<file path="src/rtl/sdram_seq_pkg.sv">
package sdram_seq_pkg;

  typedef enum logic [1:0] {
    CMD_NOP     = 2'd0,
    CMD_SETMODE = 2'd1,
    CMD_READ    = 2'd2,
    CMD_WRITE   = 2'd3
  } cmd_e;

  // field positions inside the mode value
  localparam int BL_LSB = 0;
  localparam int CL_LSB = 4;
  localparam int OP_LSB = 7;
  localparam int WS_BIT = 9;

  // largest burst is 8 words, largest latency is 3 clocks
  localparam int LEN_W   = 4;
  localparam int IDX_W   = 3;
  localparam int MAX_LAT = 3;

endpackage

</file>
<file path="src/rtl/sdram_rst_sync.sv">
module sdram_rst_sync (
  input  logic clk,
  input  logic rst_n,
  output logic rst_s_n
);

  logic [1:0] sync_q;

  always_ff @(posedge clk or negedge rst_n) begin
    if (!rst_n) begin
      sync_q <= 2'b00;
    end else begin
      sync_q <= {sync_q[0], 1'b1};
    end
  end

  assign rst_s_n = sync_q[1];

endmodule

</file>
<file path="src/rtl/sdram_mode_reg.sv">
module sdram_mode_reg
  import sdram_seq_pkg::*;
#(
  parameter int ADDR_W = 12
) (
  input  logic              clk,
  input  logic              rst_n,
  input  logic              load_i,
  input  logic [ADDR_W-1:0] mode_i,
  output logic [LEN_W-1:0]  bl_len_o,
  output logic              cl3_o,
  output logic              wsingle_o,
  output logic              err_o
);

  logic [1:0] bl_code_q, bl_code_d;
  logic       cl3_q, cl3_d;
  logic       ws_q, ws_d;
  logic       err_q, err_d;

  logic [2:0] bl_field;
  logic [2:0] cl_field;
  logic [1:0] op_field;
  logic       legal;
  logic       unused_mode_bits;

  assign bl_field = mode_i[BL_LSB +: 3];
  assign cl_field = mode_i[CL_LSB +: 3];
  assign op_field = mode_i[OP_LSB +: 2];
  assign unused_mode_bits = ^{mode_i[3], mode_i[ADDR_W-1:WS_BIT+1]};

  always_comb begin
    legal = (op_field == 2'b00) &&
            (cl_field == 3'b010 || cl_field == 3'b011) &&
            (bl_field[2] == 1'b0);

    bl_code_d = bl_code_q;
    cl3_d     = cl3_q;
    ws_d      = ws_q;
    err_d     = err_q;

    if (load_i) begin
      err_d = !legal;
      if (legal) begin
        bl_code_d = bl_field[1:0];
        cl3_d     = cl_field[0];
        ws_d      = mode_i[WS_BIT];
      end
    end
  end

  always_ff @(posedge clk or negedge rst_n) begin
    if (!rst_n) begin
      bl_code_q <= 2'b00;
      cl3_q     <= 1'b0;
      ws_q      <= 1'b0;
      err_q     <= 1'b0;
    end else if (load_i) begin
      bl_code_q <= bl_code_d;
      cl3_q     <= cl3_d;
      ws_q      <= ws_d;
      err_q     <= err_d;
    end
  end

  assign bl_len_o  = LEN_W'(1) << bl_code_q;
  assign cl3_o     = cl3_q;
  assign wsingle_o = ws_q;
  assign err_o     = err_q;

endmodule

</file>
<file path="src/rtl/sdram_burst_gen.sv">
module sdram_burst_gen
  import sdram_seq_pkg::*;
#(
  parameter int COL_W = 9
) (
  input  logic             clk,
  input  logic             rst_n,
  input  logic             start_i,
  input  logic             start_rd_i,
  input  logic [COL_W-1:0] start_col_i,
  input  logic [LEN_W-1:0] start_len_i,
  output logic             rd_stb_o,
  output logic             wr_stb_o,
  output logic [COL_W-1:0] col_o
);

  logic             act_q, act_d;
  logic             isrd_q, isrd_d;
  logic [COL_W-1:0] base_q, base_d;
  logic [IDX_W-1:0] idx_q, idx_d;
  logic [LEN_W-1:0] len_q, len_d;
  logic             last_word;
  logic             adv_en;

  assign last_word = ({1'b0, idx_q} == (len_q - LEN_W'(1)));
  assign adv_en    = start_i || act_q;

  always_comb begin
    act_d  = act_q;
    isrd_d = isrd_q;
    base_d = base_q;
    idx_d  = idx_q;
    len_d  = len_q;
    if (start_i) begin
      act_d  = 1'b1;
      isrd_d = start_rd_i;
      base_d = start_col_i;
      idx_d  = '0;
      len_d  = start_len_i;
    end else if (act_q) begin
      if (last_word) begin
        act_d = 1'b0;
      end else begin
        idx_d = idx_q + IDX_W'(1);
      end
    end
  end

  always_ff @(posedge clk or negedge rst_n) begin
    if (!rst_n) begin
      act_q  <= 1'b0;
      isrd_q <= 1'b0;
      base_q <= '0;
      idx_q  <= '0;
      len_q  <= LEN_W'(1);
    end else if (adv_en) begin
      act_q  <= act_d;
      isrd_q <= isrd_d;
      base_q <= base_d;
      idx_q  <= idx_d;
      len_q  <= len_d;
    end
  end

  logic [COL_W-1:0] wrap_mask;
  logic [COL_W-1:0] sum_col;

  assign wrap_mask = {{(COL_W-LEN_W){1'b0}}, len_q - LEN_W'(1)};
  assign sum_col   = base_q + {{(COL_W-IDX_W){1'b0}}, idx_q};
  assign col_o     = (base_q & ~wrap_mask) | (sum_col & wrap_mask);
  assign rd_stb_o  = act_q && isrd_q;
  assign wr_stb_o  = act_q && !isrd_q;

endmodule

</file>
<file path="src/rtl/sdram_rd_pipe.sv">
module sdram_rd_pipe #(
  parameter int DEPTH = 3
) (
  input  logic clk,
  input  logic rst_n,
  input  logic stb_i,
  input  logic cl3_i,
  output logic valid_o,
  output logic oe_o
);

  logic [DEPTH-1:0] pipe_q, pipe_d;

  assign pipe_d[0] = stb_i;

  genvar gi;
  generate
    for (gi = 1; gi < DEPTH; gi++) begin : g_stage
      assign pipe_d[gi] = pipe_q[gi-1];
    end
  endgenerate

  always_ff @(posedge clk or negedge rst_n) begin
    if (!rst_n) begin
      pipe_q <= '0;
    end else begin
      pipe_q <= pipe_d;
    end
  end

  // stage k holds a strobe delayed by k+1 clocks
  logic valid_now;
  logic valid_next;

  always_comb begin
    if (cl3_i) begin
      valid_now  = pipe_q[DEPTH-1];
      valid_next = pipe_q[DEPTH-2];
    end else begin
      valid_now  = pipe_q[DEPTH-2];
      valid_next = pipe_q[DEPTH-3];
    end
  end

  assign valid_o = valid_now;
  assign oe_o    = valid_now || valid_next;

endmodule

</file>
<file path="src/rtl/sdram_mode_seq.sv">
module sdram_mode_seq
  import sdram_seq_pkg::*;
#(
  parameter int ADDR_W = 12,
  parameter int COL_W  = 9
) (
  input  logic              clk,
  input  logic              rst_n,
  input  logic [1:0]        cmd_i,
  input  logic [ADDR_W-1:0] mode_i,
  input  logic [COL_W-1:0]  col_i,
  output logic              rd_stb_o,
  output logic [COL_W-1:0]  rd_col_o,
  output logic              wr_stb_o,
  output logic [COL_W-1:0]  wr_col_o,
  output logic              dq_oe_o,
  output logic              dq_valid_o,
  output logic              mode_err_o
);

  localparam int PIPE_D = MAX_LAT;

  logic             rst_s;
  cmd_e             cmd;
  logic [LEN_W-1:0] bl_len;
  logic             cl3;
  logic             wsingle;
  logic             start;
  logic             start_rd;
  logic [LEN_W-1:0] start_len;
  logic [COL_W-1:0] burst_col;

  assign cmd = cmd_e'(cmd_i);

  sdram_rst_sync u_rst (
    .clk     (clk),
    .rst_n   (rst_n),
    .rst_s_n (rst_s)
  );

  sdram_mode_reg #(.ADDR_W(ADDR_W)) u_mode (
    .clk       (clk),
    .rst_n     (rst_s),
    .load_i    (cmd == CMD_SETMODE),
    .mode_i    (mode_i),
    .bl_len_o  (bl_len),
    .cl3_o     (cl3),
    .wsingle_o (wsingle),
    .err_o     (mode_err_o)
  );

  assign start     = (cmd == CMD_READ) || (cmd == CMD_WRITE);
  assign start_rd  = (cmd == CMD_READ);
  assign start_len = (!start_rd && wsingle) ? LEN_W'(1) : bl_len;

  sdram_burst_gen #(.COL_W(COL_W)) u_burst (
    .clk         (clk),
    .rst_n       (rst_s),
    .start_i     (start),
    .start_rd_i  (start_rd),
    .start_col_i (col_i),
    .start_len_i (start_len),
    .rd_stb_o    (rd_stb_o),
    .wr_stb_o    (wr_stb_o),
    .col_o       (burst_col)
  );

  assign rd_col_o = burst_col;
  assign wr_col_o = burst_col;

  sdram_rd_pipe #(.DEPTH(PIPE_D)) u_pipe (
    .clk     (clk),
    .rst_n   (rst_s),
    .stb_i   (rd_stb_o),
    .cl3_i   (cl3),
    .valid_o (dq_valid_o),
    .oe_o    (dq_oe_o)
  );

endmodule

</file>
<file path="config.mk">
export PLATFORM = sky130hd
export DESIGN_NAME = sdram_mode_seq
export DESIGN_NICKNAME = d
export VERILOG_FILES = /design/src/rtl/sdram_seq_pkg.sv /design/src/rtl/sdram_rst_sync.sv /design/src/rtl/sdram_mode_reg.sv /design/src/rtl/sdram_burst_gen.sv /design/src/rtl/sdram_rd_pipe.sv /design/src/rtl/sdram_mode_seq.sv
export SDC_FILE = /design/constraint.sdc
export NUM_CORES = 1
export LEC_CHECK = 0
export BUFFER_PORTS_ARGS = -buffer_cell sky130_fd_sc_hd__buf_2
export CORE_ASPECT_RATIO = 2
export CORE_MARGIN = 4
export CORE_UTILIZATION = 45
export CTS_CLUSTER_DIAMETER = 200
export DETAILED_ROUTE_END_ITERATION = 8
export PLACE_DENSITY = 0.86
export SYNTH_ARGS = -nofsm -noshare
export SYNTH_HDL_FRONTEND = slang
export SYNTH_HIERARCHICAL = 1
export SYNTH_SLANG_ARGS = --single-unit
</file>
<file path="constraint.sdc">
create_clock -name clk -period 1.65 [get_ports clk]
set_clock_uncertainty 0.1 [all_clocks]
set_input_delay 0.165 -clock clk [delete_from_list [all_inputs] [get_ports clk]]
set_output_delay 0.165 -clock clk [all_outputs]
set_load 0.05 [all_outputs]
</file>
==> summary.md <==
| Metric | Value |
|---|---|
| Area added between synthesis and finish | `35.6%` |
| Result of the run | `finished, violations left` |
| Critical path peak fanout | `2` |
| Core area | `3190 um2` |
| Starting utilization of the core area | `47.5%` |
| 1st-iter DRT viols | `11` |
| Clock slew at the register clock pins of the worst setup and hold paths | `0.09 ns` |
| Worst setup EP type | `output pin` |
| Detail Placement HPWL | `between 2000 and 3000 um` |
| Count of mapped cells out of synthesis | `132` |
| Final number of setup-violating endpoints | `12` |
| Distinct cell type count of the synthesized netlist | `36` |
| NumNets Final | `approximately 210` |
| Num Clock Sinks | `28` |
| Buffers from clock root to sink, at most | `2` |
| Fin worst setup slack | `-0.355 ns` |
| Antenna diode count | `0` |
| GRT Residual Overflow | `0` |
| Signal arrival time at the worst endpoint | `1.74 ns` |
| Synth Net Count | `163` |
| Violations in the final reports | `negative setup slack` |
| Antenna violations before repair | `0` |
| Highest attainable clock frequency | `499 MHz` |
| Power density cells | `1450 nW/um2` |
| Core Rows | `29` |
| Pins over their slew limit | `0` |
| CP startpoint kind | `register` |
| Routability-driven placement congestion ratio | `between 0.7 and 0.8` |
| Number of hold violations in the final report | `0` |
| Routed length on met3 | `~80 um` |
| Die Height | `roughly 90 um` |
| DRC violation count after routing | `0` |
| Count of warnings emitted by yosys | `6` |
| M1 wire length | `1150 um` |
| First-pass GRT wire length | `5680 um` |
| Worst skew pair latency | `0.28 ns` |
| Final period demand of the worst path | `2.00 ns` |
| Total clock buffers created by CTS | `3` |
| Final critical-path share of the clock period | `122%` |
| DRT Pass-1 Iters | `4` |
| Top-Level Pins | `48` |
| Setup Crit Path Kind | `register to output pin` |
| Area of the die | `roughly 4400 um2` |
| Root buf cell | `sky130_fd_sc_hd__clkbuf_8` |
| Routed len/inst | `16.1 um` |
| Overall routed net length | `3430 um` |
| Final non-filler cell area | `2060 um2` |
| Horizontal extent of the die | `about 49 um` |
| Unrepaired setup endpoints after global routing | `yes` |
| Uppermost signal routing layer after detailed routing | `met4` |
| Number of buffer cells added on primary ports | `44` |
| Hold Crit Class | `primary input to register` |
| Post-route ant nets | `0` |
| Filler cells | `244` |
| Mean number of vias per cell | `around 5` |
| Largest net degree at the start of global routing | `27` |
| TritonCTS clock tree | `built` |
| Dpl cell area | `1820 um2` |
| Via count | `between 1000 and 1500` |
| Clock H-tree levels | `1` |
| Cell area after synthesis | `1520 um2` |
| Power, Total | `2.98 mW` |
| Share of synthesized area occupied by flip-flops and latches | `a little under half` |
| Global router's overall resource usage | `around 17%` |
| Static power due to leakage | `around 1.0 nW` |
| Post-synthesis sequential element count | `28` |
| Max IR drop VDD | `0.825 mV` |
| Max cap viols | `0` |
| Data required time at the worst endpoint | `1.38 ns` |
| Share of post-route cells with drive strength above 1 | `57.1%` |
| Vias in the first global route | `1212` |
| Mean post-synth cell area | `11.5 um2` |
| Metal2 WL | `about 2100 um` |
## final cells by class
class | instances | area [um2] | share of cell area, %
Timing Repair Buffer | 63 | 432 | 21.0
Sequential cell | 28 | 702 | 34.1
Multi-Input combinational cell | 80 | 786 | 38.2
Tap cell | 31 | 38.8 | 1.89
Clock inverter | 1 | 30.0 | 1.46
Clock buffer | 3 | 41.3 | 2.01
Inverter | 7 | 26.3 | 1.28
## synth_stat cells, drive strengths merged
cell	count	area share, %
xor2	5	2.9
fa	1	1.3
nor3b	1	0.50
nor2	3	0.74
o311ai	1	0.58
nor2b	5	2.1
xnor3	1	1.5
dfstp	1	1.7
nor3	2	0.66
nand3	2	0.99
buf	16	7.8
mux2i	1	0.66
nand2b	5	2.6
mux2	17	13
nand3b	2	1.2
a21oi	3	0.99
nand2	6	1.5
or4	1	0.50
dfrtp	27	45
and2b	1	0.58
and2	2	0.82
a211o	1	0.58
a21boi	3	1.5
clkbuf	1	0.25
nor4b	1	0.99
ha	5	4.1
xnor2	1	0.58
a21o	1	0.50
conb	1	0.25
o21a	1	0.50
o21ai	7	2.3
inv	7	1.7
## layout by cell type (no fill, tap or decap), types with 4 or more instances in the layout
master / count
sky130_fd_sc_hd__nand2b_1: 4
sky130_fd_sc_hd__inv_1: 4
sky130_fd_sc_hd__nand2_1: 6
sky130_fd_sc_hd__buf_4: 14
sky130_fd_sc_hd__mux2_2: 16
sky130_fd_sc_hd__o21ai_0: 4
sky130_fd_sc_hd__buf_6: 9
sky130_fd_sc_hd__nor2b_1: 5
sky130_fd_sc_hd__buf_2: 36
sky130_fd_sc_hd__dfrtp_1: 27
## state kept, by name, indices dropped and copies added (netlist names)
register and cells:
u_burst/idx_q 3, u_burst/len_q 4, u_burst/base_q 9, u_rst/sync_q 2, u_mode/wsingle_o 1, u_mode/cl3_o 1
u_burst/act_q 1, u_pipe/pipe_q 3, u_burst/isrd_q 1, u_mode/err_o 1, u_mode/bl_code_q 2
## path summary, 6_finish.rpt
path	startpoint	to	slack, ns	cells past startpoint
max	u_burst/idx_q[0]$_DFFE_PN0P_	rd_col_o[1]	-0.35	5
min	col_i[4]	u_burst/base_q[4]$_DFFE_PN0P_	0.01	2
max reg2reg	u_burst/len_q[0]$_DFFE_PN1P_	u_burst/idx_q[2]$_DFFE_PN0P_	-0.27	6
max in group asynchronous	u_rst/sync_q[1]$_DFF_PN0_	u_burst/len_q[0]$_DFFE_PN1P_	1.02	1
min in group asynchronous	rst_n	u_rst/sync_q[1]$_DFF_PN0_	0.09	2
min reg2reg	u_rst/sync_q[1]$_DFF_PN0_	u_burst/idx_q[0]$_DFFE_PN0P_	0.14	1
## cell families after synthesis
| logic type | Yosys count | share of synthesized area [%] |
|---|---|---|
| AND/OR/NAND/NOR | 31 | 13.1 |
| flip-flops | 28 | 46.3 |
| buffers and inverters | 24 | 9.74 |
| multiplexers | 18 | 13.3 |
| AO/OA/AOI/OAI | 17 | 6.93 |
| XOR/XNOR | 7 | 4.95 |
| adder cells (fa/ha/maj) | 6 | 5.45 |
| other | 1 | 0.247 |
## power breakdown
part | internal (mW) | switching (mW)
Sequential | 0.787 | 0.0987
Combinational | 0.647 | 0.910
Clock | 0.325 | 0.214
Total | 1.76 | 1.22
## per-layer routing
layer  GRT usage (%)  up-vias
met1            15.2      539
met3            2.32        4
li1                -      524
met2            33.1       18
met5               0        -
met4            8.76        0
## repair_timing
action                                  4_1_cts  5_1_grt
hold buffers                                  2        1
gates resized for setup                      24        3
endpoints found under the hold margin         3        1
buffers inserted                              3        2
endpoints found under the setup margin       12       12
pin swaps                                     9        3
## worst max-delay path, cell delays in order (launching register included)
cell and delay, ns:
sky130_fd_sc_hd__dfrtp_1 0.43, sky130_fd_sc_hd__ha_4 0.19, sky130_fd_sc_hd__inv_2 0.05, sky130_fd_sc_hd__fa_2 0.44, sky130_fd_sc_hd__o21ai_4 0.18, sky130_fd_sc_hd__buf_6 0.18
## per-stage QoR
stage	cells	hold WS [ns]	util, %	TNS [ns]	setup slack, ns
after global routing	213	0.00559	64.4	-3.51	-0.437
final	213	0.0118	64.4	-2.91	-0.355
after CTS	210	0.000424	63.2	-2.67	-0.375
after detailed placement	201	-0.148	57.0	-1.36	-0.190
after floorplan	132	-0.231	-	-1.34	-0.319
after global placement	201	-0.149	57.0	-1.03	-0.151
(Power assumes the default switching activity.)
